File: src/rtl/rtcp_pkg.sv
package rtcp_pkg;

    localparam logic [7:0] IX_SEC  = 8'd0;
    localparam logic [7:0] IX_MIN  = 8'd2;
    localparam logic [7:0] IX_HOUR = 8'd4;
    localparam logic [7:0] IX_WDAY = 8'd6;
    localparam logic [7:0] IX_MDAY = 8'd7;
    localparam logic [7:0] IX_MON  = 8'd8;
    localparam logic [7:0] IX_YEAR = 8'd9;
    localparam logic [7:0] IX_STAT = 8'd10;
    localparam logic [7:0] IX_CTRL = 8'd11;
    localparam logic [7:0] IX_EVT  = 8'd12;
    localparam logic [7:0] IX_VLD  = 8'd13;
    localparam int         N_FIELDS = 7;

    typedef enum logic [1:0] {
        SEQ_IDLE,
        SEQ_LEAD,
        SEQ_APPLY
    } seq_state_t;

    typedef logic [N_FIELDS-1:0][7:0] cal_t;

    // slot k of the calendar vector -> register pointer
    function automatic logic [7:0] field_index(input int k);
        case (k)
            0:       return IX_SEC;
            1:       return IX_MIN;
            2:       return IX_HOUR;
            3:       return IX_WDAY;
            4:       return IX_MDAY;
            5:       return IX_MON;
            default: return IX_YEAR;
        endcase
    endfunction

    function automatic logic [7:0] field_reset(input int k);
        return (k >= 3 && k <= 5) ? 8'd1 : 8'd0;
    endfunction

    function automatic logic [7:0] enc_to_bin(input logic [7:0] v, input bit bcd);
        return bcd ? ({4'd0, v[7:4]} * 8'd10 + {4'd0, v[3:0]}) : v;
    endfunction

    function automatic logic [7:0] bin_to_enc(input logic [7:0] v, input bit bcd);
        logic [7:0] tens;
        logic [7:0] ones;
        tens = v / 8'd10;
        ones = v % 8'd10;
        return bcd ? {tens[3:0], ones[3:0]} : v;
    endfunction

    function automatic logic [7:0] days_in_month(input logic [7:0] m, input logic [7:0] y);
        case (m)
            8'd2:                     return (y[1:0] == 2'b00) ? 8'd29 : 8'd28;
            8'd4, 8'd6, 8'd9, 8'd11: return 8'd30;
            default:                  return 8'd31;
        endcase
    endfunction

endpackage

File: src/rtl/rtc_cal_step.sv
module rtc_cal_step
    import rtcp_pkg::*;
#(
    parameter bit BCD_MODE = 1'b1
) (
    input  cal_t cur,
    output cal_t nxt
);

    cal_t       b;
    cal_t       n;
    logic [7:0] mdays;
    logic       c_sec, c_min, c_hour, c_day, c_mon;

    always_comb begin
        for (int k = 0; k < N_FIELDS; k++) begin
            b[k] = enc_to_bin(cur[k], BCD_MODE);
        end
        n     = b;
        mdays = days_in_month(b[5], b[6]);

        c_sec  = (b[0] >= 8'd59);
        n[0]   = c_sec ? 8'd0 : b[0] + 8'd1;

        c_min  = c_sec && (b[1] >= 8'd59);
        if (c_sec) n[1] = (b[1] >= 8'd59) ? 8'd0 : b[1] + 8'd1;

        c_hour = c_min && (b[2] >= 8'd23);
        if (c_min) n[2] = (b[2] >= 8'd23) ? 8'd0 : b[2] + 8'd1;

        c_day  = c_hour && (b[4] >= mdays);
        if (c_hour) begin
            n[3] = (b[3] >= 8'd7) ? 8'd1 : b[3] + 8'd1;
            n[4] = (b[4] >= mdays) ? 8'd1 : b[4] + 8'd1;
        end

        c_mon  = c_day && (b[5] >= 8'd12);
        if (c_day) n[5] = (b[5] >= 8'd12) ? 8'd1 : b[5] + 8'd1;
        if (c_mon) n[6] = (b[6] >= 8'd99) ? 8'd0 : b[6] + 8'd1;

        for (int k = 0; k < N_FIELDS; k++) begin
            nxt[k] = bin_to_enc(n[k], BCD_MODE);
        end
    end

endmodule

File: src/rtl/rtc_uip_seq.sv
module rtc_uip_seq
    import rtcp_pkg::*;
#(
    parameter int UIP_LEAD = 4
) (
    input  logic clk,
    input  logic rst_n,
    input  logic tick,
    input  logic freeze,
    output logic uip,
    output logic fire
);

    localparam int               CW   = $clog2(UIP_LEAD + 1);
    localparam logic [CW-1:0]    LAST = CW'(UIP_LEAD - 1);

    seq_state_t    st_q, st_d;
    logic [CW-1:0] cnt_q, cnt_d;

    always_comb begin
        st_d  = st_q;
        cnt_d = cnt_q;
        unique case (st_q)
            SEQ_IDLE: begin
                cnt_d = '0;
                if (tick && !freeze) st_d = SEQ_LEAD;
            end
            SEQ_LEAD: begin
                if (freeze)              st_d = SEQ_IDLE;
                else if (cnt_q == LAST)  st_d = SEQ_APPLY;
                else                     cnt_d = cnt_q + 1'b1;
            end
            SEQ_APPLY: st_d = SEQ_IDLE;
            default:   st_d = SEQ_IDLE;
        endcase
    end

    always_ff @(posedge clk) begin
        if (!rst_n) begin
            st_q  <= SEQ_IDLE;
            cnt_q <= '0;
        end else begin
            st_q  <= st_d;
            cnt_q <= cnt_d;
        end
    end

    always_comb begin
        uip  = (st_q != SEQ_IDLE);
        fire = (st_q == SEQ_APPLY) && !freeze;
    end

endmodule

File: src/rtl/rtc_index_port.sv
module rtc_index_port
    import rtcp_pkg::*;
#(
    parameter bit BCD_MODE  = 1'b1,
    parameter int UIP_LEAD  = 4,
    parameter int RAM_WORDS = 8
) (
    input  logic       clk,
    input  logic       rst_n,
    input  logic       sel,
    input  logic       wr,
    input  logic       addr0,
    input  logic [7:0] wdata,
    output logic [7:0] rdata,
    input  logic       sec_tick
);

    localparam int RAM_BASE = 14;

    logic [7:0] idx_q;
    cal_t       time_q, time_nx;
    logic [6:0] stat_low_q;
    logic [7:0] ctrl_q;
    logic       uf_q, irqf_q;
    logic [7:0] ram_q [RAM_WORDS];
    logic       uip, fire, set_q;
    logic [7:0] sec_q;
    logic       wr_idx, wr_dat, rd_evt;

    assign set_q  = ctrl_q[7];
    assign sec_q  = time_q[0];
    assign wr_idx = sel && wr && !addr0;
    assign wr_dat = sel && wr && addr0;
    assign rd_evt = sel && !wr && addr0 && (idx_q == IX_EVT);

    rtc_uip_seq #(.UIP_LEAD(UIP_LEAD)) u_seq (
        .clk    (clk),
        .rst_n  (rst_n),
        .tick   (sec_tick),
        .freeze (set_q),
        .uip    (uip),
        .fire   (fire)
    );

    rtc_cal_step #(.BCD_MODE(BCD_MODE)) u_step (
        .cur (time_q),
        .nxt (time_nx)
    );

    always_ff @(posedge clk) begin
        if (!rst_n) begin
            idx_q      <= '0;
            stat_low_q <= '0;
            ctrl_q     <= '0;
            uf_q       <= 1'b0;
            irqf_q     <= 1'b0;
            for (int k = 0; k < N_FIELDS; k++) time_q[k] <= field_reset(k);
            for (int j = 0; j < RAM_WORDS; j++) ram_q[j] <= '0;
        end else begin
            if (wr_idx) idx_q <= wdata;
            if (wr_dat && idx_q == IX_STAT) stat_low_q <= wdata[6:0];
            if (wr_dat && idx_q == IX_CTRL) ctrl_q     <= wdata;
            // an update outranks the read-clear of the event byte
            if (fire) begin
                uf_q   <= 1'b1;
                irqf_q <= 1'b1;
            end else if (rd_evt) begin
                uf_q   <= 1'b0;
                irqf_q <= 1'b0;
            end
            // a software write outranks the increment, field by field
            for (int k = 0; k < N_FIELDS; k++) begin
                if (wr_dat && idx_q == field_index(k)) time_q[k] <= wdata;
                else if (fire)                          time_q[k] <= time_nx[k];
            end
            for (int j = 0; j < RAM_WORDS; j++) begin
                if (wr_dat && idx_q == 8'(RAM_BASE + j)) ram_q[j] <= wdata;
            end
        end
    end

    always_comb begin
        rdata = '0;
        if (!addr0) begin
            rdata = idx_q;
        end else begin
            case (idx_q)
                IX_STAT: rdata = {uip, stat_low_q};
                IX_CTRL: rdata = {ctrl_q[7:3], ~BCD_MODE, ctrl_q[1:0]};
                IX_EVT:  rdata = {irqf_q, 2'b00, uf_q, 4'b0000};
                IX_VLD:  rdata = 8'h80;
                default: rdata = '0;
            endcase
            for (int k = 0; k < N_FIELDS; k++) begin
                if (idx_q == field_index(k)) rdata = time_q[k];
            end
            for (int j = 0; j < RAM_WORDS; j++) begin
                if (idx_q == 8'(RAM_BASE + j)) rdata = ram_q[j];
            end
        end
    end

endmodule

File: config.mk
export PLATFORM = sky130hd
export DESIGN_NAME = rtc_index_port
export DESIGN_NICKNAME = d
export VERILOG_FILES = /design/src/rtl/rtcp_pkg.sv /design/src/rtl/rtc_cal_step.sv /design/src/rtl/rtc_uip_seq.sv /design/src/rtl/rtc_index_port.sv
export SDC_FILE = /design/constraint.sdc
export NUM_CORES = 1
export LEC_CHECK = 0
export BUFFER_PORTS_ARGS = -buffer_cell sky130_fd_sc_hd__buf_2
export CAP_MARGIN = 5
export CORE_MARGIN = 2
export CORE_UTILIZATION = 60
export CTS_BUF_LIST = sky130_fd_sc_hd__clkbuf_8
export CTS_CLUSTER_SIZE = 12
export DETAILED_ROUTE_END_ITERATION = 10
export GPL_ROUTABILITY_DRIVEN = 0
export GPL_TIMING_DRIVEN = 1
export HOLD_SLACK_MARGIN = 0.02
export PLACE_DENSITY_LB_ADDON = 0.25
export SYNTH_ARGS = -nofsm -noshare
export SYNTH_HDL_FRONTEND = slang
export SYNTH_SLANG_ARGS = --single-unit
File: constraint.sdc
create_clock -name clk -period 6.7 [get_ports clk]
set_input_delay 1.675 -clock clk [delete_from_list [all_inputs] [get_ports clk]]
set_output_delay 1.675 -clock clk [all_outputs]
set_load 0.01 [all_outputs]
==> flow_summary.yaml, run 1 <==
synth:
  yosys_warnings: 0
  synth_area_leaders: "edfxtp_1 (14%), dfxtp_1 (13%), ha_1 (6.6%)"
  synth-compound-area-share_pct: 27.4
  synthAdderAreaFrac_pct: 8.78
  yosys-top-cells-count: "nor2_1 (194), nand2_1 (191), a21oi_1 (103)"
  synthMuxAreaShare_pct: 3.46
  synth_ff_type: "dfxtp_1"
  netlist_instances: 1694
  ys_seq_elements: 148
  synthesis.area_sq_um: 13400
  synth_xor_area_share_pct: 5.21
  synth-simple-area-share_pct: 24.7
  synth_async_sr_flop_share_pct: 0
  synth_edf_count: 64
  synth_nets: 1793
  synth_most_common_cell: "nor2_1"
  synth_top_family_by_area: "compound AO/OA/AOI/OAI gates"
  synth_cell_types: 95
  seq_area_frac_synth_pct: 26.8
  synth_top_area_share_pct: 14.3
  avgSynthCellArea_sq_um: 7.92
  synth_top_area_cell: "edfxtp_1"
setup_path:
  path_buf_inv: 1
  cp_slowest_cell: "or4_4"
  worstPathArrival_ns: 6.94
  cp_slowest_stage_delay_ns: 0.60
  cp_common_cell: "a21oi_1"
  startpoint_type: "register"
  endpoint_kind: "register"
  cp_max_fo: 6
  required_ns: 7.12
  critical_path_class: "reg2reg"
  cp_top_family: "simple AND/OR/NAND/NOR gates"
clocking:
  clock_path_buffers: 2
  clockRootBuffer: "clkbuf_8"
  numCtsBuffers: 17
  cts_tree: "yes"
  cts_num_sinks: 148
  cts_hold_buf: 0
  htreeDepth: 4
  clock_latency_ns: 0.48
  path_clk_slew_ns: 0.10
drt:
  drt_iter0_markers: 2074
  via_per_inst: 7.03
  dr.pass1.iters: 7
  routedWlPerCell_microns: 20.9
  ant_nets: 0
  drc_errors: 0
  finalWirelength_mm: 41.5
  vias: 13952
floorplanning:
  die_area_sq_um: 23600
  num_rows: 54
  die_h_microns: 154
  core_area_sq_um: 21900
  io_pins: 22
  die_w_microns: 154
  initial_utilization_pct: 61.3
timing:
  max_slew_margin_pct: 20.1
  fin_crit_ns: 6.52
  layout_setup_ws_ns: 0.179
  finalMaxSlewViolations: 0
  setup_viol: 0
  fmax_ghz: 0.153
  hold_viol: 0
  timing.final.crit_share_pct: 97.3
  worst_slew_pin_slew_ns: 1.19
  skew_ns: 0.0152
grt:
  grt.overflow.total: 0
  met3_usage_pct: 4.59
  grt_max_degree: 58
  grt_pass1_wl_mm: 65.3
  grt_use_total_pct: 33.8
  first_global_vias: 12473
  busiest_layer: "met2"
  antenna_found_initial: 0
  met2_usage_pct: 53.3
  use_met1_pct: 47.6
placement:
  place_ws_ns: 0.145
  place.port_buffers: 21
  dp_hpwl_mm: 29.5
  placedCellCount: 1942
cells_and_area:
  n_antenna_cell: 0
  nNetsFinal: 1791
  final_layout_size_suffix_gt1_share_pct: 9.62
  final_cells: 1985
  areaGrowthSynthToFinish_pct: 7.02
pwr:
  powerDensity_nw_per_um2: 133
  p_leak_nw: 5.56
  ir_worst_vdd_mv: 0.160
worst_hold_path:
  hold_path_class: "reg2reg"
run:
  max_cap_viol_count: 0
outcome:
  status: "finished, final reports clean"
-- power breakdown --
| part | leakage [nW] | switching [W] | internal, W | total, W |
|---|---|---|---|---|
| Sequential | 1.33 | 0.0000180 | 0.000961 | 0.000979 |
| Combinational | 4.02 | 0.000144 | 0.0000704 | 0.000215 |
| Clock | 0.206 | 0.000436 | 0.000287 | 0.000723 |
| Total | 5.56 | 0.000598 | 0.00132 | 0.00192 |
-- layer usage --
metal  routed length, microns  vias up
li1                         -     6397
met1                    17000     6530
met2                    18700      891
met3                     4360      134
met4                     1460        0
met5                        0        -
-- cell families after synthesis --
family,count (synthesis)
xor+xnor,79
fa+ha+maj,86
compound gates,527
buf+inv,120
mux,43
flops,148
simple gates,691
-- area by class of cell --
| cell class | instances | area, sq um |
|---|---|---|
| Clock buffer | 17 | 234 |
| Clock inverter | 15 | 175 |
| Fill cell | 1854 | 7530 |
| Inverter | 34 | 128 |
| Multi-Input combinational cell | 1429 | 9460 |
| Sequential cell | 148 | 3600 |
| Tap cell | 280 | 350 |
| Timing Repair Buffer | 62 | 410 |
-- layout by cell type, fill, tap and decap left out, types with 22 or more instances in the layout --
| cell | netlist | layout |
|---|---|---|
| nor2_1 | 194 | 194 |
| o211ai_1 | 42 | 42 |
| a21boi_0 | 22 | 22 |
| a21oi_1 | 103 | 103 |
| o22ai_1 | 25 | 24 |
| xor2_1 | 28 | 28 |
| nor2b_1 | 33 | 33 |
| o21ai_0 | 89 | 88 |
| xnor2_1 | 50 | 50 |
| ha_1 | 71 | 70 |
| mux2i_1 | 34 | 33 |
| a31oi_1 | 33 | 32 |
| nand2b_1 | 23 | 23 |
| nand3_1 | 87 | 87 |
| inv_1 | 34 | 34 |
| edfxtp_1 | 64 | 64 |
| nand2_1 | 191 | 191 |
| nor3_1 | 53 | 51 |
| buf_4 | 2 | 40 |
| dfxtp_1 | 84 | 83 |
| buf_2 | 10 | 22 |
-- metrics by stage --
| stage | hold slack (ns) | util (%) | TNS (ns) | total power (W) | cell area, sq um |
|---|---|---|---|---|---|
| after detailed placement | 0.462 | 62.9 | 0 | 0.00121 | 13800 |
| final | 0.478 | 65.6 | 0 | 0.00192 | 14400 |
| after global routing | 0.500 | 65.6 | -0.201 | 0.00197 | 14400 |
| after global placement | 0.451 | 62.9 | 0 | 0.00120 | 13800 |
| after floorplan | 0.441 | - | 0 | 0.00114 | 13400 |
| after CTS | 0.475 | 64.8 | 0 | 0.00190 | 14200 |
-- flip-flops by register name, indices dropped and copies added (netlist names) --
register     flops
u_seq.st_q       2
ctrl_q           7
ram_q           64
sec_q            8
idx_q            8
time_q          48
irqf_q           1
stat_low_q       7
u_seq.cnt_q      3
-- worst min-delay path: stages (launching register included) --
cell	delay (ns)
dfxtp_1	0.33
nand2_1	0.05
a21boi_0	0.06
-- path summary, 6_finish.rpt --
check,start,to,slack (ns),depth (start not counted)
setup reg to reg,time_q[47],time_q[43],0.18,28
hold / removal,ctrl_q[0],ctrl_q[0],0.48,2
hold reg to reg,ctrl_q[0],ctrl_q[0],0.48,2
setup / recovery,time_q[47],time_q[43],0.18,28
-- timing repair --
item | CTS | global route
gates resized for setup | 0 | 23
setup endpoints to repair | 0 | 9
setup buffers | 0 | 7
Power figures use the tool's default switching activity.
==> run 2: changes to the inputs <==
--- a/config.mk
+++ b/config.mk
@@ -7,7 +7,7 @@
 export LEC_CHECK = 0
 export BUFFER_PORTS_ARGS = -buffer_cell sky130_fd_sc_hd__buf_2
 export CAP_MARGIN = 5
-export CORE_MARGIN = 2
+export CORE_MARGIN = 1.5
 export CORE_UTILIZATION = 60
 export CTS_BUF_LIST = sky130_fd_sc_hd__clkbuf_8
 export CTS_CLUSTER_SIZE = 12
==> run 2 against run 1 <==
  * Sequential power about the same
  * Sequential share of layout area increased by 0.13 points
  * Sequential cell count unchanged
  * Total power about the same
  * Non-clock buffer count decreased by 3
==> flow_summary.yaml, run 2 (synthesis results as in run 1) <==
cells_and_area:
  regArea_sq_um: 3610
  regMostFlops: "ram_q"
  multiInputGateArea_sq_um: 9410
  n_antenna_cell: 0
  areaGrowthSynthToFinish_pct: 6.49
  fill_cells: 1891
  top_regs: "ram_q: 64 flops, time_q: 48 flops"
  largest_register_ffs: 64
  final_layout_size_suffix_gt1_share_pct: 9.18
  layout_commonest_cell: "nor2_1"
  nNetsFinal: 1785
  final_cell_mix: "nor2_1 (193), nand2_1 (190), a21oi_1 (103), o21ai_0 (89), nand3_1 (87)"
timing:
  fin_tns_setup_ns: 0
  skew_ns: 0.0146
  setup_viol: 0
  rsz0062_at_grt: "no"
  timing.final.crit_share_pct: 94.8
  fin_crit_ns: 6.35
  finalMaxSlewViolations: 0
  hold_viol: 0
  worst_slew_pin_slew_ns: 1.19
  fmax_ghz: 0.157
  max_slew_margin_pct: 20.6
  layout_setup_ws_ns: 0.345
floorplanning:
  die_w_microns: 153
  initial_utilization_pct: 61.3
  num_rows: 54
  die_h_microns: 153
  io_pins: 22
  core_area_sq_um: 21900
  die_area_sq_um: 23300
pwr:
  p_clk_share_pct: 37.8
  combPwrFrac_pct: 11.2
  p_leak_nw: 5.55
  powerDensity_nw_per_um2: 134
  ir_worst_vdd_mv: 0.227
  switching_share_pct: 31.2
  intPower_w: 0.00132
  p_sw_w: 0.000598
  seqPwrFrac_pct: 51.0
run:
  max_cap_viol_count: 0
grt:
  antenna_found_initial: 0
  grt_pass1_wl_mm: 64.3
  grt_max_degree: 58
  grt_use_total_pct: 33.9
  first_global_vias: 12137
  grt.overflow.total: 0
setup_path:
  path_buf_inv: 2
  endpoint_kind: "register"
  worstPathArrival_ns: 6.69
  startpoint_type: "register"
  cp_slowest_stage_delay_ns: 0.50
  cp_top_family: "compound AO/OA/AOI/OAI gates"
  cp_max_fo: 13
  required_ns: 7.03
  critical_path_class: "reg2reg"
  cp_slowest_cell: "fa_2"
placement:
  place.port_buffers: 21
  dp_hpwl_mm: 29.2
  place_ws_ns: 0.128
outcome:
  status: "finished, final reports clean"
clocking:
  numCtsBuffers: 17
  clockRootBuffer: "clkbuf_8"
  cts_num_sinks: 148
  cts_hold_buf: 0
  path_clk_slew_ns: 0.10
  clock_latency_ns: 0.49
  htreeDepth: 4
  cts_tree: "yes"
  clock_path_buffers: 2
drt:
  routedWlPerCell_microns: 20.6
  finalWirelength_mm: 40.7
  drc_errors: 0
  ant_nets: 0
  dr.pass1.iters: 7
  drt_iter0_markers: 1893
  vias: 13673
  via_per_inst: 6.91
worst_hold_path:
  hold_path_class: "reg2reg"
==> run 2: layer usage <==
| metal | share of wire, % | vias to the layer above | global-route usage, % |
|---|---|---|---|
| li1 | - | 6375 | - |
| met1 | 42 | 6392 | 47.8 |
| met2 | 44 | 786 | 51.9 |
| met3 | 9.7 | 120 | 5.12 |
| met4 | 3.7 | 0 | 13.9 |
| met5 | 0 | - | 0 |
==> run 2: cell type report <==
type                       count  area share [%]
inverter                      34           0.893
sequential                   148            25.2
clock buffer                  17            1.64
timing repair buffer          59            2.76
multi-input combinational   1426            65.8
tap                          280            2.45
clock inverter                15            1.21
==> run 2: path summary, 6_finish.rpt <==
kind	slack (ns)	cells after the start	start	endpoint
hold / removal	0.48	2	ctrl_q[0]	ctrl_q[0]
hold reg to reg	0.48	2	ctrl_q[0]	ctrl_q[0]
setup / recovery	0.35	27	time_q[47]	time_q[43]
setup reg to reg	0.35	27	time_q[47]	time_q[43]
==> run 2: power groups by stage <==
| stage | combinational [W] | clock (W) | sequential, W |
|---|---|---|---|
| final | 0.000214 | 0.000724 | 0.000978 |
| after global routing | 0.000230 | 0.000754 | 0.000981 |
| after CTS | 0.000208 | 0.000721 | 0.000977 |
| after detailed placement | 0.000207 | 0 | 0.000998 |
| after global placement | 0.000203 | 0 | 0.000997 |
| after floorplan | 0.000149 | 0 | 0.000990 |
==> run 2: worst min-delay path, cell delays in order, from the launching register on <==
cell      delay [ns]
dfxtp_1         0.33
nand2_1         0.05
a21boi_0        0.06
==> run 2: stage by stage <==
stage                     std cells  instance area, sq um  power (W)  hold slack (ns)  util, %
after floorplan                1694                 13400    0.00114            0.441        -
after global placement         1943                 13800    0.00120            0.453     63.0
after detailed placement       1943                 13800    0.00121            0.463     63.0
after CTS                      1975                 14200    0.00191            0.476     64.8
after global routing           1979                 14300    0.00197            0.496     65.3
final                          1979                 14300    0.00192            0.476     65.3
==> run 2: what timing repair did <==
action / 4_1_cts / 5_1_grt
buffers inserted: 0 / 3
endpoints found under the setup margin: 0 / 12
gates resized for setup: 0 / 16
